<file path="config.mk">
export PLATFORM = sky130hd
export DESIGN_NAME = trig_seq_unit
export DESIGN_NICKNAME = d
export VERILOG_FILES = /design/src/rtl/trig_pkg.sv /design/src/rtl/trig_stage_bank.sv /design/src/rtl/trig_seq_ctrl.sv /design/src/rtl/trig_seq_unit.sv
export SDC_FILE = /design/constraint.sdc
export NUM_CORES = 1
export LEC_CHECK = 0
export BUFFER_PORTS_ARGS = -buffer_cell sky130_fd_sc_hd__buf_2
export CAP_MARGIN = 20
export CORE_MARGIN = 1
export CORE_UTILIZATION = 60
export DETAILED_ROUTE_END_ITERATION = 6
export HOLD_SLACK_MARGIN = 0.06
export PLACE_DENSITY_LB_ADDON = 0.05
export SLEW_MARGIN = 5
export SYNTH_ARGS = -nofsm -noshare
export SYNTH_HDL_FRONTEND = slang
export SYNTH_HIERARCHICAL = 1
export SYNTH_SLANG_ARGS = --single-unit
</file>
<file path="constraint.sdc">
create_clock -name clk -period 3.5 [get_ports clk]
set_clock_uncertainty 0.05 [all_clocks]
set_input_delay 0.7 -clock clk [delete_from_list [all_inputs] [get_ports clk]]
set_output_delay 0.7 -clock clk [all_outputs]
set_load 0.05 [all_outputs]
</file>
<file path="src/rtl/trig_pkg.sv">
package trig_pkg;

    typedef enum logic [1:0] {
        ST_IDLE  = 2'd0,
        ST_ARMED = 2'd1,
        ST_DELAY = 2'd2
    } trig_state_e;

    typedef enum logic [1:0] {
        FLD_MASK   = 2'd0,
        FLD_VALUE  = 2'd1,
        FLD_CONFIG = 2'd2,
        FLD_SIZE   = 2'd3
    } cfg_field_e;

    // position of the start flag inside a stage configuration word
    localparam int START_BIT = 3;

endpackage

</file>
<file path="src/rtl/trig_stage_bank.sv">
module trig_stage_bank
    import trig_pkg::*;
#(
    parameter int NSTG = 4,
    parameter int DW   = 32,
    parameter int SELW = (NSTG > 1) ? $clog2(NSTG) : 1
) (
    input  logic            clk,
    input  logic            rst_n,
    input  logic            wr_en,
    input  logic [SELW-1:0] wr_stage,
    input  logic [1:0]      wr_field,
    input  logic [DW-1:0]   wr_data,
    input  logic [DW-1:0]   smp_data,
    output logic [NSTG-1:0] hit,
    output logic [NSTG-1:0] is_start
);

    for (genvar g = 0; g < NSTG; g++) begin : g_stage
        logic [DW-1:0] mask_q;
        logic [DW-1:0] value_q;
        logic          start_q;
        logic          sel_me;

        assign sel_me = wr_en && (wr_stage == SELW'(g));

        always_ff @(posedge clk) begin
            if (!rst_n) begin
                mask_q  <= '0;
                value_q <= '0;
                start_q <= (g == 0);
            end else if (sel_me) begin
                unique case (cfg_field_e'(wr_field))
                    FLD_MASK:   mask_q  <= wr_data;
                    FLD_VALUE:  value_q <= wr_data;
                    FLD_CONFIG: start_q <= wr_data[START_BIT];
                    FLD_SIZE:   ;
                    default:    ;
                endcase
            end
        end

        assign hit[g]      = (((smp_data ^ value_q) & mask_q) == '0);
        assign is_start[g] = start_q;
    end

endmodule

</file>
<file path="src/rtl/trig_seq_ctrl.sv">
module trig_seq_ctrl
    import trig_pkg::*;
#(
    parameter int NSTG = 4,
    parameter int CW   = 16,
    parameter int SELW = (NSTG > 1) ? $clog2(NSTG) : 1,
    parameter int RW   = CW + 3
) (
    input  logic            clk,
    input  logic            rst_n,
    input  logic            run,
    input  logic            smp_valid,
    input  logic [NSTG-1:0] hit,
    input  logic [NSTG-1:0] is_start,
    input  logic [CW-1:0]   dly_field,
    output logic            armed,
    output logic [SELW-1:0] stage_idx,
    output logic            trig_pulse,
    output logic            done_pulse,
    output logic [RW-1:0]   post_left
);

    localparam logic [SELW-1:0] LAST = SELW'(NSTG - 1);

    trig_state_e    state, nxt;
    logic [SELW-1:0] ptr;
    logic [RW-1:0]   left_q;
    logic [RW-1:0]   load_val;
    logic            cur_hit, cur_start, fire, last_smp;

    assign load_val  = (RW'(dly_field) + RW'(1)) << 2;
    assign cur_hit   = smp_valid && hit[ptr];
    assign cur_start = is_start[ptr];
    assign fire      = cur_hit && cur_start;
    assign last_smp  = smp_valid && (left_q == RW'(1));

    always_comb begin
        nxt = state;
        unique case (state)
            ST_IDLE:  if (run) nxt = ST_ARMED;
            ST_ARMED: if (run) nxt = ST_ARMED;
                      else if (fire) nxt = ST_DELAY;
            ST_DELAY: if (run) nxt = ST_ARMED;
                      else if (last_smp) nxt = ST_IDLE;
            default:  nxt = ST_IDLE;
        endcase
    end

    // state register
    always_ff @(posedge clk) begin
        if (!rst_n) state <= ST_IDLE;
        else        state <= nxt;
    end

    // outputs, stage pointer and countdown
    always_ff @(posedge clk) begin
        if (!rst_n) begin
            ptr        <= '0;
            left_q     <= '0;
            trig_pulse <= 1'b0;
            done_pulse <= 1'b0;
        end else begin
            trig_pulse <= 1'b0;
            done_pulse <= 1'b0;
            if (run) begin
                ptr    <= '0;
                left_q <= '0;
            end else begin
                unique case (state)
                    ST_ARMED: begin
                        if (fire) begin
                            trig_pulse <= 1'b1;
                            left_q     <= load_val;
                        end else if (cur_hit && ptr != LAST) begin
                            ptr <= ptr + 1'b1;
                        end
                    end
                    ST_DELAY: begin
                        if (smp_valid) begin
                            left_q <= left_q - 1'b1;
                            if (left_q == RW'(1)) done_pulse <= 1'b1;
                        end
                    end
                    default: ;
                endcase
            end
        end
    end

    assign armed     = (state == ST_ARMED);
    assign stage_idx = ptr;
    assign post_left = left_q;

    // the capture-start event lasts one cycle
    a_r4_trig_single: assert property (@(posedge clk) disable iff (!rst_n)
        trig_pulse |=> !trig_pulse);

    // countdown starts at the programmed delay in samples
    a_r6_load_delay: assert property (@(posedge clk) disable iff (!rst_n)
        trig_pulse |-> (post_left == ((RW'($past(dly_field)) + RW'(1)) << 2)));

    // done only after the countdown empties, back in idle
    a_r7_done_empty: assert property (@(posedge clk) disable iff (!rst_n)
        done_pulse |-> (post_left == '0 && state == ST_IDLE));

    // qualifier low freezes the countdown
    a_r8_hold_count: assert property (@(posedge clk) disable iff (!rst_n)
        (state == ST_DELAY && !smp_valid && !run) |=> $stable(post_left));

    // run rearms at stage 0
    a_r5_rearm: assert property (@(posedge clk) disable iff (!rst_n)
        run |=> (armed && stage_idx == '0 && post_left == '0));

    // the pointer moves by at most one stage per clock
    a_r3_step_one: assert property (@(posedge clk) disable iff (!rst_n)
        (state == ST_ARMED && !run) |=>
            (ptr == $past(ptr) || ptr == $past(ptr) + 1'b1));

endmodule

</file>
<file path="src/rtl/trig_seq_unit.sv">
module trig_seq_unit
    import trig_pkg::*;
#(
    parameter int NSTG = 4,
    parameter int DW   = 32,
    parameter int CW   = 16
) (
    input  logic                  clk,
    input  logic                  rst_n,
    input  logic                  cfg_we,
    input  logic [((NSTG > 1) ? $clog2(NSTG) : 1)+1:0] cfg_sel,
    input  logic [DW-1:0]         cfg_data,
    input  logic                  run,
    input  logic                  smp_valid,
    input  logic [DW-1:0]         smp_data,
    output logic                  armed,
    output logic [((NSTG > 1) ? $clog2(NSTG) : 1)-1:0] stage_idx,
    output logic                  trig_pulse,
    output logic [CW+2:0]         post_left,
    output logic [CW-1:0]         pre_groups,
    output logic                  done_pulse
);

    localparam int SELW = (NSTG > 1) ? $clog2(NSTG) : 1;
    localparam int AW   = SELW + 2;
    localparam int RW   = CW + 3;

    logic [NSTG-1:0] hit, is_start;
    logic [CW-1:0]   rd_f, dl_f;
    logic            size_we;

    assign size_we = cfg_we && (cfg_field_e'(cfg_sel[1:0]) == FLD_SIZE);

    always_ff @(posedge clk) begin
        if (!rst_n) begin
            rd_f <= '0;
            dl_f <= '0;
        end else if (size_we) begin
            rd_f <= cfg_data[2*CW-1:CW];
            dl_f <= cfg_data[CW-1:0];
        end
    end

    assign pre_groups = (rd_f >= dl_f) ? (rd_f - dl_f) : '0;

    trig_stage_bank #(.NSTG(NSTG), .DW(DW), .SELW(SELW)) u_bank (
        .clk      (clk),
        .rst_n    (rst_n),
        .wr_en    (cfg_we && !size_we),
        .wr_stage (cfg_sel[AW-1:2]),
        .wr_field (cfg_sel[1:0]),
        .wr_data  (cfg_data),
        .smp_data (smp_data),
        .hit      (hit),
        .is_start (is_start)
    );

    trig_seq_ctrl #(.NSTG(NSTG), .CW(CW), .SELW(SELW), .RW(RW)) u_ctrl (
        .clk        (clk),
        .rst_n      (rst_n),
        .run        (run),
        .smp_valid  (smp_valid),
        .hit        (hit),
        .is_start   (is_start),
        .dly_field  (dl_f),
        .armed      (armed),
        .stage_idx  (stage_idx),
        .trig_pulse (trig_pulse),
        .done_pulse (done_pulse),
        .post_left  (post_left)
    );

    // pre-trigger portion never exceeds the read count
    a_r6_pre_bound: assert property (@(posedge clk) disable iff (!rst_n)
        pre_groups <= rd_f);

endmodule

</file>
======== Word-level counts from Yosys, hierarchy flattened ========
Index checks and enable logic that the tools add are counted.
cells by class
  add/sub/neg operators ................... 4
  $lt $le $gt $ge ......................... 2
  equal/unequal tests ..................... 15
  mux-type cells .......................... 16
  bitwise operators ....................... 13
  reduce and logical (&&, ||, !) cells .... 37
operators by type and width
  cell                     number
  $and A32 B32 Y32         4
  $logic_not A32 Y1        4
  $xor A32 B32 Y32         4
  $mux W19                 2
  $pmux W19 S2             1
  $reduce_and A2 Y1        12
  $eq A19 B1 Y1 const B    1
  $sub A19 B1 Y19 const B  1
  $add A16 B1 Y17 const B  1
  $ge A16 B16 Y1           1
  $mux W16                 1
  $sub A16 B16 Y16         1
  $eq A2 B2 Y1 const B     5
  $logic_and A1 B1 Y1      10
  $mux W2                  5
  $reduce_and A3 Y1        3
  $eq A2 B1 Y1 const B     3
  $logic_not A2 Y1         3
  $ne A2 B2 Y1 const B     3
  $ne A3 B2 Y1 const B     2
  $pmux W2 S3              1
  $not A1 Y1               5
  $bmux W1 S2              2
  $mux W1                  4
  other kinds (8)          8
word-level totals
  flip-flop bits (word level) ............. 317
  input bits .............................. 73
  output and inout port bits .............. 40
  logic and storage cells ................. 106

======== Depth between registers and ports, before layout ========
Gate-level depths: netlist of the first run.
  word-level depth ........................ 10
  gate-level depth with buffers ........... 10
  mapped depth without buffers ............ 9

======== Modules after synthesis ========
The synthesis of the first run kept the hierarchy.
by module, submodules not included
  module           instances  cells each  area each (um2)  sequential area each (um2)
  trig_stage_bank  1          1397        11622.4          5205.0
  trig_seq_unit    1          288         2149.6           640.6
  trig_seq_ctrl    1          229         1813.0           500.5

======== Least setup slack after synthesis of the first run ========
OpenSTA, ideal clock, no wires.
  kind .................................... register -> output
  start point ............................. register rd_f[0]
  end point ............................... output port pre_groups[13]
  arrival ................................. 3.472 ns
  data required time ...................... 2.750 ns
  slack ................................... -0.722 ns
  stages on the path, launching flop included .. 10
  buffers on the path ..................... 0
  cell sequence ........................... dfxtp_1 inv_1 ha_1 fa_1 nor2b_4 o31a_1 nor2_2 o211ai_1 a221oi_4 a2111oi_1
on the way
  cells in the longest elaborated chain, start to end .. 2
  elaborated cells between the ends (all ways) .. 3
  classes of those cells .................. add/sub: 1; order compare: 1; mux: 1
ends and longest elaborated chain
  item                                                       RTL line             source
  from (decl)                                                trig_seq_unit.sv:29  logic [CW-1:0] rd_f, dl_f;
  from (signal assigned)                                     trig_seq_unit.sv:39  rd_f <= cfg_data[2*CW-1:CW];
  $sub A16 B16 Y16 / $ge A16 B16 Y1 (equally long branches)  trig_seq_unit.sv:44  assign pre_groups = (rd_f >= dl_f) ? (rd_f - dl_f) : '0;
  $mux W16 (*)                                               trig_seq_unit.sv:44
  to (decl)                                                  trig_seq_unit.sv:20  output logic [CW-1:0] pre_groups,
Mark *: on every way between the ends. The rest lies on a longest branch, timed or not.

======== Worst setup path in the final report of the first run ========
  start point ............................. register rd_f[0]
  end point ............................... output port pre_groups[14]
The elaborated chain is that of the path after synthesis.

==> impl.org, run 1 <==
** STA
- Unrepaired setup endpoints after global routing :: yes
- The final max-slew violation count is 0.
- The smallest clock period supported by the final layout is computed as between 3 and 4 ns.
- Crit path setup slack, layout :: -0.001026 ns
- # setup viols final :: 1
- Fmax achieved :: ~0.29 GHz
- Fraction of the cycle the final worst path needs :: 1.000
- Worst slew margin relative to its limit :: 0.2923
- Total count of hold-check failures in the final report :: 0
- Setup total negative slack on the finished layout was measured at -0.001026 ns.
- Min Hold Slack :: 0.4008 ns
- Slew at the pin closest to its max-slew limit :: 1.061 ns

** Place
- At the end of routability-driven placement, the weighted congestion stood at 0.9114.
- PortBufs :: 112
- After legalization and detailed placement, the total HPWL measured 31.58 mm.
- DP Cell Count :: 2249

** Clocking
- The H-tree was split into 2 levels.
- CTS saw 317 sinks.
- Maximum root-to-sink buffer count :: 3
- Clock root buffer master :: clkbuf_16
- Clock-pin slew was measured on the worst setup and hold paths at 0.06 ns.
- Buffers inserted during clock tree synthesis total 34.
- The later pin in the worst-skew pair is clocked with a latency of 0.51 ns.
- TritonCTS built the clock tree.

** Die
- Measured along the y axis, the die boundary spans 163.2 um.
- Die Area :: 26620 um2
- Die Span X :: around 160 um
- The core region is 25330 um2.
- Boundary Pins :: 113
- For this configuration, the core starts out at a cell density of 0.6154.
- The floorplan has 58 rows.

** Setup path
- In this run the worst path has a maximum fanout of 3.
- By instance count, the cell type seen most on the critical path is buf_6.
- Worst reg-to-reg setup slack :: ~0.65 ns
- Data on the critical path is required at its endpoint by 2.75 ns.
- Critical path's largest stage delay :: between 0.3 and 0.4 ns
- The number of buffers and inverters on the critical path is 4.
- Cell family with the largest share of critical-path delay :: buffers and inverters
- Chain of cells forming the critical path :: inv_2 > ha_4 > fa_2 > nor2b_4 > o31a_1 > nor2_2 > o211ai_1 > buf_4 > a221oi_4 > buf_6 > nor4b_4 > buf_6
- STA classifies the critical path startpoint as a register.
- STA classifies the critical path endpoint as a primary output.
- Slowest library cell on the worst path :: fa_2
- Data arrives at the worst endpoint at 2.75 ns.
- Kind of critical path :: reg2out

** GRT
- All-layer global routing usage :: 0.3498
- Vias in the first global route :: 12810
- The total overflow left after global routing is 0.
- The first global-routing pass estimated 71.94 mm of wire.
- Entering global routing, the biggest net connects 125 pins.
- The number of antenna violations at the first check in global routing is 1.

** Run
- The tool flagged a number of max-cap violations equal to 0.

** Detailed routing
- The first TritonRoute pass finished after 6 iterations.
- Detail Route Antenna Nets :: 0
- The detailed router finished its first iteration with ~1400 violations.
- For this run, design rule violations remaining after detail routing come to 0.
- After detailed routing, the total wire length is 46.76 mm.
- Vias after detailed routing :: around 14000
- After detailed routing, the number of vias per cell comes to 5.938.
- Dividing the detail-routed wire length by the instance count gives 20.18 um.

** Final layout
- Of the cells placed in the final design, the portion with a size suffix greater than 1 is 0.1369.
- The number of antenna diodes in the final layout is 0.
- Number of nets in the final layout :: around 2100
- The finished layout holds 2317 standard cells, fillers aside.
- Relative to the synthesized area, the layout overhead comes to 13.62%.

** Logic synthesis
- Post-synthesis share of cell area spent on full adders, half adders and majority gates :: 0.01734
- Synthesis produced a netlist with a net count of ~2000.
- The Yosys step of the flow raised 6 warnings.
- Post-synth EDFFs :: 0
- After synthesis, the largest family of logic cells by area is compound AO/OA/AOI/OAI gates.
- Synth Instances :: 1914
- Synth Cell Area :: 15580 um2
- Counting flops and latches in the post-synthesis netlist gives 317.
- Compound-cell area share of the yosys netlist :: 0.2238
- Portion of the post-synthesis area used by sequential elements :: 0.4072
- Simple-gate share of the synthesized area :: 0.2079
- Of the post-synthesis cell area, the part taken by muxes is 0.005379.
- For this run, asynchronously set or reset flops after synthesis account for 0.
- The synthesized netlist contains 69 unique library cells.
- The most used flip-flop cell after synthesis is dfxtp_1.
- XOR/XNOR share of the synthesized area :: 0.08486
- A synthesized cell averages 8.143 um2.

** Power and ir drop
- For this design the ratio of total power to cell area is 477.4 nW/um2.
- VDD sags by at most 0.5046 mV.
- Static power due to leakage :: 6.688 nW

** Outcome
- Failing checks :: setup timing
- The run finished, with violations left.

** Worst hold path
- Worst hold path type :: reg2reg
[logic make-up after synthesis]
logic type                 Yosys count
xor gates and xnor gates           151
muxes                                7
and+or+nand+nor                    769
DFF                                317
AOI/OAI and AO/OA                  473
buffers and inverters              176
adders and majority gates           21
[power by group]
group | internal (mW) | switching, mW | total [mW]
combinational | 0.452 | 0.757 | 1.21
sequential | 3.65 | 0.0368 | 3.69
clock | 2.12 | 1.43 | 3.55
[layout make-up]
class	count	area [um2]
clock buffers	53	1044
clock inverters	5	57.56
well taps	330	412.9
repair buffers	162	1079
inverters	28	105.1
multi-input cells	1422	8652
flip-flops and latches	317	6357
fillers	2063	7620
[tightest hold or removal path: stages (launching register included)]
cell and delay, ns:
dfxtp_1 0.30, nand2_1 0.05, a21boi_1 0.05
[metal layers]
layer,share of wire,up-vias,GRT usage
met3,0.071,85,0.04165
met4,0.027,2,0.1049
met2,0.47,521,0.5950
met1,0.43,6616,0.4621
li1,-,6535,-
met5,0.00021,-,0
[cells in the final DEF, fill, tap and decap left out, types with 8 or more instances in the layout]
master and n:
clkbuf_16 35, clkbuf_8 10, nor2_1 31, buf_4 45
buf_2 95, a21boi_1 79, nor3_1 13, o211ai_1 9
nand2b_1 9, nand3_1 12, o31ai_1 10, o21ai_0 23
a21boi_0 215, or3_1 10, clkbuf_1 8, buf_6 20
nand4_1 21, nor4_1 20, ha_1 9, xnor2_1 12
dfxtp_1 310, a21oi_1 17, a22oi_1 64, xor2_1 139
inv_1 27, nand2_1 606
[sequential cells by signal, indices dropped and copies added, names as in the netlist, 2 cells and up]
register and flops:
u_bank/g_stage.start_q 4, u_ctrl/post_left 19, rd_f 16, u_ctrl/state 2
u_bank/g_stage.value_q 128, u_ctrl/stage_idx 2, u_bank/g_stage.mask_q 128, dl_f 16
[through the flow]
| stage | util | power (mW) | instance area, um2 | setup WS, ns |
|---|---|---|---|---|
| floorplan | - | 4.489 | 15610 | -0.06519 |
| global placement | 0.6405 | 4.774 | 16220 | 0.2495 |
| detailed placement | 0.6405 | 4.781 | 16220 | 0.1954 |
| CTS | 0.6939 | 8.415 | 17570 | -0.06146 |
| global route | 0.6991 | 8.709 | 17710 | -0.1420 |
| finish | 0.6991 | 8.453 | 17710 | -0.001026 |
[path summary, 6_finish.rpt]
check,from,endpoint,depth (start not counted)
worst max-delay path,rd_f[0],pre_groups[14],12
worst min-delay path,u_bank/g_stage[3].mask_q[21],u_bank/g_stage[3].mask_q[21],2
worst max register to register,u_bank/g_stage[1].value_q[23],u_ctrl/post_left[4],9
worst min register to register,u_bank/g_stage[3].mask_q[21],u_bank/g_stage[3].mask_q[21],2
[cells in the mapped netlist (all sizes together) (3+ instances only)]
cell type  count  area, um2
inv           28      105.1
nor2b          6      45.04
nor2          37      143.9
o21a           5      37.54
a21o           6      45.04
o31ai         10      75.07
mux2i          5      50.05
o21ai         29      145.1
or3           11      70.07
nand3b         4      30.03
o22ai          4      25.02
a21boi       294       2207
xnor2         12      105.1
a21oi         21      105.1
nand4         21      131.4
nor3b          3      22.52
and3           3      18.77
a22oi         64      480.5
or4            5      45.04
nor4          20      125.1
xor2         139       1217
nand2b         9      56.30
nand3         12      60.06
buf           73      447.9
o211ai         9      67.56
nand2        606       2275
o2bb2ai        4      35.03
o32ai          4      42.55
o41ai          3      26.28
dfxtp        317       6346
clkbuf        75      281.5
ha            20      250.2
nor3          19      115.1
or2            6      37.54
[repair_timing]
item,in CTS,in global routing
endpoints found under the setup margin,16,16
gates cloned,1,0
pin swaps,10,3
resized for setup,46,29
hold buffers,0,0
buffers inserted,8,1
(Power assumes the default switching activity.)
==> run 2: changes to the inputs <==
--- a/config.mk
+++ b/config.mk
@@ -15,5 +15,4 @@
 export SLEW_MARGIN = 5
 export SYNTH_ARGS = -nofsm -noshare
 export SYNTH_HDL_FRONTEND = slang
-export SYNTH_HIERARCHICAL = 1
 export SYNTH_SLANG_ARGS = --single-unit
==> run 2 against run 1 <==
Compared with the run above: the flow still finishes with violations (setup timing); global-route usage increased by 1.3 points; area after synthesis fell by 2.6%; sequential power is essentially flat; register-to-register slack got worse by 0.09 ns; via count shrank 0.43%; final cell count decreased by 0.56%; maximum frequency down 12%; non-clock buffer count is 3 higher; die area down 2.5%; synthesized cell count decreased by 1.0%; combinational power is essentially flat; critical endpoint is now pre_groups[15]; largest cell class unchanged; highest routed layer is now met4.
==> impl.org, run 2 <==
** Outcome
- Run status: finished, violations left (unchanged).
- Failing checks :: setup timing (unchanged)

** Power and ir drop
- Areal power density over the cells :: 485.8 nW/um2 (was 477.4 nW/um2)
- The static leakage is 6.542 nW (was 6.688 nW).
- The maximum ir drop on the vdd rail is 0.3954 mV (was 0.5046 mV).

** Die
- The effective utilization at floorplan was 0.6189 (was 0.6154).
- The die outline height is 161.1 um (was 163.2 um).
- Core outline area :: 24530 um2 (was 25330 um2)
- The number of rows created at floorplan was 57 (was 58).
- Die Span X :: 161.1 um (was 163.2 um)
- Die Area :: 25950 um2 (was 26620 um2)
- The number of primary I/O pins was 113 (unchanged).

** Setup path
- Worst flop-to-flop path endpoint :: u_ctrl.post_left[9] (was u_ctrl/post_left[4])
- Cell family with the largest share of critical-path delay :: compound AO/OA/AOI/OAI gates (was buffers and inverters)
- CP startpoint kind :: register (unchanged)
- The arrival time of the worst setup path was 3.22 ns (was 2.75 ns).
- The largest fanout on the critical path is 3 (unchanged).
- Most prevalent standard cell on the critical path :: nor2b_1 (was buf_6)
- The critical path start-end classification is reg2out (unchanged).
- The worst reg2reg path depth was 11 (was 9).
- Chain of cells forming the critical path: inv_1 > ha_1 > nor2b_1 > o21ai_0 > a21boi_0 > o21ai_1 > a21oi_1 > o221ai_1 > nor2b_1 > a2111oi_0 > a211o_1 > buf_6 (was inv_2 > ha_4 > fa_2 > nor2b_4 > o31a_1 > nor2_2 > o211ai_1 > buf_4 > a221oi_4 > buf_6 > nor4b_4 > buf_6).
- The endpoint kind of the worst setup timing path is a primary output (unchanged).
- The worst-path cell with the longest stage delay is a2111oi_0 (was fa_2).
- Critical register-to-register path startpoint :: u_bank.g_stage[1].value_q[24] (was u_bank/g_stage[1].value_q[23])
- Required time at the endpoint of the critical path :: 2.75 ns (about the same)
- Worst reg-to-reg setup slack :: 0.56 ns (was 0.65 ns)
- The biggest cell delay along the critical path is 0.46 ns (was 0.37 ns).
- WP buf/inv :: 2 (was 4)

** Logic synthesis
- The total of warnings raised by yosys came to 0 (was 6).
- The number of nets produced by synthesis is 1988 (was 2008).
- Post-synth EDFFs :: 0 (unchanged)
- Mean post-synth cell area :: 8.017 um2 (was 8.143 um2)
- The primary flip-flop cell chosen by synthesis mapping is dfxtp_1 (unchanged).
- Number of distinct library cell variants in the gate-level netlist after synthesis :: 57 (was 69)
- Area share of the largest cell type after synthesis :: 0.4180 (was 0.4072)
- Most used standard cell by instance count after synthesis :: nand2_1 (unchanged)
- The number of instances in the synthesized netlist came to 1894 (was 1914).
- Cell taking the most area after synthesis :: dfxtp_1 (unchanged)
- Cell types with the highest counts after synthesis: 606 x nand2_1, 317 x dfxtp_1, 292 x a21boi_0 (was 606 x nand2_1, 317 x dfxtp_1, 215 x a21boi_0).
- The register bit total from synthesis is 317 (unchanged).
- The share of async-settable or async-resettable flops after synthesis came to 0 (unchanged).
- Area contributors post-synth :: dfxtp_1 42%, nand2_1 15%, a21boi_0 14%, xor2_1 7.7%, clkbuf_1 3.4% (was dfxtp_1 41%, nand2_1 15%, a21boi_0 10%, xor2_1 7.8%, a21boi_1 3.8%)
- Portion of the post-synthesis area used by sequential elements :: 0.4180 (was 0.4072)
- The post-synthesis instance area came to 15180 um2 (was 15580 um2).

** GRT
- All-layer global routing usage :: 0.3627 (was 0.3498)
- Wire length of the first global-routing pass :: 72.54 mm (was 71.94 mm)
- Vias in the first global route :: 12890 (was 12810)
- The pin count of the biggest net entering global routing was 119 (was 125).
- Congestion Overflow GR :: 0 (unchanged)
- The number of antenna violations at the first check in global routing is 0 (was 1).

** Place
- The final weighted congestion in routability-driven placement was 0.9039 (was 0.9114).
- Post-DP HPWL :: 31.46 mm (was 31.58 mm)
- The number of input and output port buffers inserted is 112 (unchanged).
- Worst slack at placement :: -0.1324 ns (was 0.1954 ns)
- DP Cell Count :: 2242 (was 2249)

** Detailed routing
- The remaining routing DRC violations is 0 (unchanged).
- Total length of routed wires :: 47.16 mm (was 46.76 mm)
- The number of iterations in the first detailed-routing pass is 6 (unchanged).
- Number of violations reported at the end of detailed-routing iteration 0 :: 1474 (was 1432)
- Vias after detailed routing :: 13700 (was 13760)
- The via count normalized by instance count is 5.946 (was 5.938).
- The average wire per cell in the routed design came to 20.47 um (was 20.18 um).
- The remaining antenna violation count is 0 (unchanged).

** Final layout
- Area growth, synth to finish :: 14.78% (was 13.62%)
- Number of nets in the final layout :: 2051 (was 2059)
- Highest-count cells in the layout ignoring fill and taps :: 606 x nand2_1, 315 x dfxtp_1, 292 x a21boi_0 (was 606 x nand2_1, 310 x dfxtp_1, 215 x a21boi_0)
- Fin util :: 0.7104 (was 0.6991)
- The most frequent standard cell in the layout excluding fill and tap cells is nand2_1 (unchanged).
- Number of diodes added for antenna fixing :: 0 (unchanged)
- The number of standard cells in the layout, taps in and fillers out is 2304 (was 2317).
- Share of cells above drive strength 1 :: 0.1313 (was 0.1369)

** STA
- Crit path setup slack, layout :: -0.4744 ns (was -0.001026 ns)
- The number of failing setup endpoints in the final timing report is 16 (was 1).
- Total count of hold-check failures in the final report :: 0 (unchanged)
- Worst slew margin relative to its limit :: 0.2817 (was 0.2923)
- Crit path time final :: 3.974 ns (was 3.501 ns)
- Fmax achieved :: 0.2516 GHz (was 0.2856 GHz)
- Unrepaired setup endpoints after global routing: yes (unchanged).
- The final max-slew violation count was 0 (unchanged).
- The measured slew at the worst slew-check pin came to 1.077 ns (was 1.061 ns).
- Fraction of the cycle the final worst path needs :: 1.136 (was 1.000)

** Clocking
- TritonCTS clock tree :: done (unchanged)
- The clock sink total was 317 (unchanged).
- Clock transition at the register clock pins on the worst setup and hold paths after CTS :: 0.06 ns (about the same)
- The H-tree depth reported by CTS is 2 (unchanged).
- Source-to-sink clock delay at the later pin of the worst-skew pair :: 0.53 ns (was 0.51 ns)
- Number of CTS-inserted buffers :: 35 (was 34)
- Clock root buffer master :: clkbuf_16 (unchanged)
- Maximum root-to-sink buffer count :: 3 (unchanged)

** Worst hold path
- Number of cells on the worst hold path :: 2 (unchanged)
- Worst hold path type :: reg2reg (unchanged)
- Worst-case hold path end point :: u_bank.g_stage[2].mask_q[4] (was u_bank/g_stage[3].mask_q[21])
- Worst hold path startpoint :: u_bank.g_stage[2].mask_q[4] (was u_bank/g_stage[3].mask_q[21])

** Run
- The max-cap violation count is 0 (unchanged).
## run 2: cell types whose count changed after synthesis, moves of 20 or more
cell and change:
a21boi_0 +77, a21boi_1 -79, clkbuf_1 +61, buf_2 -46, buf_4 -21, a22oi_1 -20
## run 2: final cells by class
| type | instances | area (um2) |
|---|---|---|
| clock inverters | 5 | 43.79 |
| inverters | 27 | 101.3 |
| repair buffers | 165 | 1147 |
| well taps | 324 | 405.4 |
| multi-input cells | 1411 | 8329 |
| flip-flops and latches | 317 | 6349 |
| fillers | 2047 | 7106 |
| clock buffers | 55 | 1052 |
## run 2: cell families (layout without fill, tap and decap cells)
kind of cell,count (synthesis),count (layout),share of synthesized area
DFF,317,317,0.4180
muxes,2,2,0.002142
adders and majority gates,21,21,0.01780
xor gates and xnor gates,151,151,0.08710
AOI/OAI and AO/OA,456,456,0.2214
buffers and inverters,166,252,0.04203
and+or+nand+nor,781,781,0.2115
## run 2: power breakdown
part | switching [mW] | internal (mW) | total, mW
registers | 0.0367 | 3.66 | 3.70
logic | 0.775 | 0.463 | 1.24
clock network | 1.46 | 2.07 | 3.53
total | 2.27 | 6.19 | 8.47
## run 2: routing by layer
metal,track usage,routed length [um],vias to the layer above
met5,0,0,-
met3,0.05342,3487,115
met4,0.1685,2021,0
li1,-,-,6464
met1,0.4496,18890,6537
met2,0.6205,22760,584
## run 2: stage by stage
step | instance area [um2] | power, mW | hold slack (ns) | TNS (ns)
after global placement | 16140 | 4.859 | 0.3993 | -0.6142
after CTS | 17430 | 8.482 | 0.4158 | -8.489
after detailed placement | 16140 | 4.872 | 0.4078 | -1.827
final | 17430 | 8.467 | 0.4140 | -7.180
after floorplan | 15230 | 4.500 | 0.3928 | -1.428
after global routing | 17430 | 8.723 | 0.4315 | -9.683
## run 2: how the worst max path moves through the flow
stage,startpoint,slack (ns),to,depth (start not counted)
3_5_place_dp,rd_f[0],-0.13,pre_groups[13],15
5_1_grt,rd_f[0],-0.63,pre_groups[4],15
2_1_floorplan,rd_f[0],-0.26,pre_groups[13],13
3_3_place_gp,rd_f[0],-0.06,pre_groups[3],15
6_report,dl_f[1],-0.47,pre_groups[15],12
4_1_cts,rd_f[0],-0.54,pre_groups[9],15
## run 2: what timing repair did
item / CTS / global route
resized for setup: 50 / 0
setup endpoints to repair: 16 / 16
setup buffers: 1 / 0
pin swaps: 10 / 6
cloned: 1 / 0
hold buffers: 0 / 0
## run 2: worst register-to-register path, stage by stage, from the launching register on
cell	delay, ns
dfxtp_1	0.32
xor2_1	0.17
a22oi_1	0.36
nand4_1	0.20
nor4_1	0.47
buf_4	0.21
a21oi_1	0.08
a22oi_2	0.19
and3_2	0.24
buf_12	0.16
o22ai_1	0.10
a32o_1	0.29
==> run 3: changes to the inputs <==
--- a/config.mk
+++ b/config.mk
@@ -7,6 +7,7 @@
 export LEC_CHECK = 0
 export BUFFER_PORTS_ARGS = -buffer_cell sky130_fd_sc_hd__buf_2
 export CAP_MARGIN = 20
+export CORE_ASPECT_RATIO = 1.75
 export CORE_MARGIN = 1
 export CORE_UTILIZATION = 60
 export DETAILED_ROUTE_END_ITERATION = 6
==> run 3 against run 2 <==
Compared with the run above: the flow still finishes with violations (setup timing); highest routed layer unchanged; maximum frequency down 3.2%; clock power down 8.8%; via count down 1.2%; critical path type unchanged; largest power group unchanged; hold slack worse by 0.065 ns; register-to-register slack about the same; critical endpoint is now pre_groups[7]; global-route usage up 0.90 points; largest cell class unchanged; setup slack worse by 0.13 ns.
==> impl.org, run 3 (synthesis results as in run 2) <==
** Setup path
- Most prevalent standard cell on the critical path :: inv_2 (was nor2b_1)
- The worst-path cell with the longest stage delay was o41a_1 (was a2111oi_0).
- The critical path's top delay family was compound AO/OA/AOI/OAI gates (unchanged).
- Arrival time at the worst endpoint :: 3.36 ns (was 3.22 ns)
- WP buf/inv :: 4 (was 2)
- Kind of critical path :: reg2out (unchanged)
- The endpoint kind of the worst setup timing path is a primary output (unchanged).
- Required time at the endpoint of the critical path :: 2.75 ns (about the same)
- Maximum fanout encountered on the critical timing path :: 8 (was 3)
- Critical path's largest stage delay :: 0.39 ns (was 0.46 ns)
- Chain of cells forming the critical path :: inv_2 > ha_4 > inv_2 > fa_2 > a21o_1 > a21oi_2 > nor2b_2 > o21a_1 > o41a_1 > o21ai_1 > a21bo_2 > o2bb2ai_4 > buf_12 > nor2_2 > buf_6 (was inv_1 > ha_1 > nor2b_1 > o21ai_0 > a21boi_0 > o21ai_1 > a21oi_1 > o221ai_1 > nor2b_1 > a2111oi_0 > a211o_1 > buf_6)
- CP startpoint kind :: register (unchanged)

** Final layout
- Footprint of the multi-input gates :: 8346 um2 (was 8329 um2)
- Share of cells above drive strength 1 :: 0.1419 (was 0.1313)
- Number of nets in the final layout :: 2069 (was 2051)
- Final std cells w/o fill :: 2307 (was 2304)
- Area growth, synth to finish :: 15.10% (was 14.78%)
- Fillcell total :: 2101 (was 2047)
- Leading cell type in the layout, fill and taps excluded :: nand2_1 (unchanged)
- FF+latch area :: 6349 um2 (unchanged)
- Highest-count cells in the layout ignoring fill and taps :: 606 x nand2_1, 315 x dfxtp_1, 291 x a21boi_0 (was 606 x nand2_1, 315 x dfxtp_1, 292 x a21boi_0)

** STA
- The number of failing setup endpoints in the final timing report came to 16 (unchanged).
- The minimum clock period after layout was 4.106 ns (was 3.974 ns).
- The worst hold slack came to 0.3493 ns (was 0.4140 ns).
- The peak clock frequency supported by timing is 0.2435 GHz (was 0.2516 GHz).
- The final max-slew violation count is 0 (unchanged).
- The hold violation total from the final report was 0 (unchanged).
- Worst slew margin relative to its limit :: 0.4383 (was 0.2817)
- Slew at the pin closest to its max-slew limit :: 0.8425 ns (was 1.077 ns)
- The slack of the critical path was -0.6064 ns (was -0.4744 ns).
- The period utilization came to 1.173 (was 1.136).
- Unrepaired setup endpoints after global routing: yes (unchanged).

** GRT
- The number of global-route vias before repair came to 13040 (was 12890).
- Largest net degree at the start of global routing :: 98 (was 119)
- The number of antenna violations at the first check in global routing is 1 (was 0).
- Congestion Overflow GR :: 0 (unchanged)
- All-layer global routing usage :: 0.3718 (was 0.3627)
- Wire length of the first global-routing pass :: 72.45 mm (was 72.54 mm)

** Die
- Number of rows in the core area :: 76 (was 57)
- The die area is 25970 um2 (was 25950 um2).
- Core outline area :: 24720 um2 (was 24530 um2)
- The effective utilization at floorplan was 0.6141 (was 0.6189).
- Die Span X :: 122.3 um (was 161.1 um)
- The number of primary I/O pins came to 113 (unchanged).
- Vertical extent of the die :: 212.4 um (was 161.1 um)

** Place
- The final weighted congestion in routability-driven placement was 0.9150 (was 0.9039).
- The pre-CTS worst setup slack is -0.2259 ns (was -0.1324 ns).
- The HPWL after detailed placement came to 32.89 mm (was 31.46 mm).
- The number of input and output port buffers inserted was 112 (unchanged).
- DP Cell Count :: 2249 (was 2242)

** Detailed routing
- Number of design rule violations left after detail routing :: 0 (unchanged)
- Number of vias per cell :: 5.866 (was 5.946)
- First drt pass iteration count :: 5 (was 6)
- Detail Route Antenna Nets :: 0 (unchanged)
- Total length of routed wires :: 47.97 mm (was 47.16 mm)
- Number of violations reported at the end of detailed-routing iteration 0 :: 940 (was 1474)
- The number of vias after detailed routing came to 13530 (was 13700).
- The average wire per cell in the routed design came to 20.79 um (was 20.47 um).

** Power and ir drop
- Max IR drop VDD :: 0.5235 mV (was 0.3954 mV)
- The power per unit of standard cell area was 468.9 nW/um2 (was 485.8 nW/um2).
- The static leakage was 6.595 nW (was 6.542 nW).

** Clocking
- The maximum buffer depth of the clock tree was 3 (unchanged).
- The clock transition at the register clock pins on the worst setup and hold paths after CTS was 0.07 ns (was 0.06 ns).
- Clock root buffer master :: clkbuf_16 (unchanged)
- Clock net sink count :: 317 (unchanged)
- Source-to-sink clock delay at the later pin of the worst-skew pair :: 0.56 ns (was 0.53 ns)
- The count of hold buffers inserted by post-cts repair came to 0 (unchanged).
- The clock tree from TritonCTS was done (unchanged).
- Level count of the clock H-tree :: 1 (was 2)
- Number of CTS-inserted buffers :: 29 (was 35)

** Outcome
- Failing checks :: setup timing (unchanged)
- Run status :: finished, violations left (unchanged)

** Run
- The max-cap violation count was 0 (unchanged).

** Worst hold path
- The class of the tightest hold or removal check is in2reg (was reg2reg).
## run 3: changes by cell type in the layout (fill, tap and decap cells not counted), moves of 2 or more
cell / delta
buf_4: +23
clkbuf_1: -8
clkbuf_16: -7
clkinv_2: +4
bufinv_16: +2
clkinvlp_4: +2
nor3_2: -2
nor3_4: +2
## run 3: worst register-to-register path: stages (launching register included)
cell	delay, ns
dfxtp_1	0.33
xor2_1	0.24
a22o_1	0.28
a221oi_1	0.21
buf_4	0.15
nand4_1	0.17
o32a_1	0.36
a22oi_2	0.29
and3_2	0.25
buf_12	0.16
o22ai_1	0.09
a32o_1	0.29
## run 3: stage by stage
step	instance area (um2)	setup TNS (ns)	util	power, mW
global placement	16280	-2.013	0.6583	4.883
CTS	17450	-11.11	0.7056	8.201
finish	17480	-9.396	0.7068	8.195
detailed placement	16280	-3.063	0.6583	4.895
floorplan	15230	-1.428	-	4.500
global route	17480	-11.56	0.7068	8.438
## run 3: where the power goes
group	internal, mW	total [mW]	leakage, nW	switching (mW)
Clock	1.81	3.22	0.468	1.41
Combinational	0.491	1.28	3.57	0.788
Sequential	3.66	3.70	2.56	0.0353
Total	5.96	8.19	6.60	2.23
## run 3: area by class of cell
type | count | area share
multi-input cells | 1411 | 0.4776
well taps | 312 | 0.02234
repair buffers | 189 | 0.07668
clock inverters | 11 | 0.006515
flip-flops and latches | 317 | 0.3633
inverters | 27 | 0.005799
clock buffers | 39 | 0.04768
diodes | 1 | 0.0001432
## run 3: worst paths after layout
| kind | end | start | slack (ns) | depth (start not counted) |
|---|---|---|---|---|
| max reg2reg | u_ctrl.post_left[11] | u_bank.g_stage[3].value_q[2] | 0.55 | 11 |
| min reg2reg | u_bank.g_stage[1].mask_q[21] | u_bank.g_stage[1].mask_q[21] | 0.41 | 2 |
| min | u_ctrl.state[0] | run | 0.35 | 3 |
| max | pre_groups[7] | rd_f[0] | -0.61 | 15 |
## run 3: what timing repair did
item	in CTS	in global routing
hold endpoints to repair	0	0
pin swaps	12	7
resized for setup	51	5
setup endpoints to repair	16	16
buffers inserted	4	2
gates cloned	1	0
## run 3: routing by layer
metal | share of wire | global-route usage | wire (um)
met4 | 0.072 | 0.2586 | 3476
met1 | 0.37 | 0.4049 | 17770
met3 | 0.048 | 0.03729 | 2310
met2 | 0.51 | 0.6635 | 24410
met5 | 0 | 0 | 0
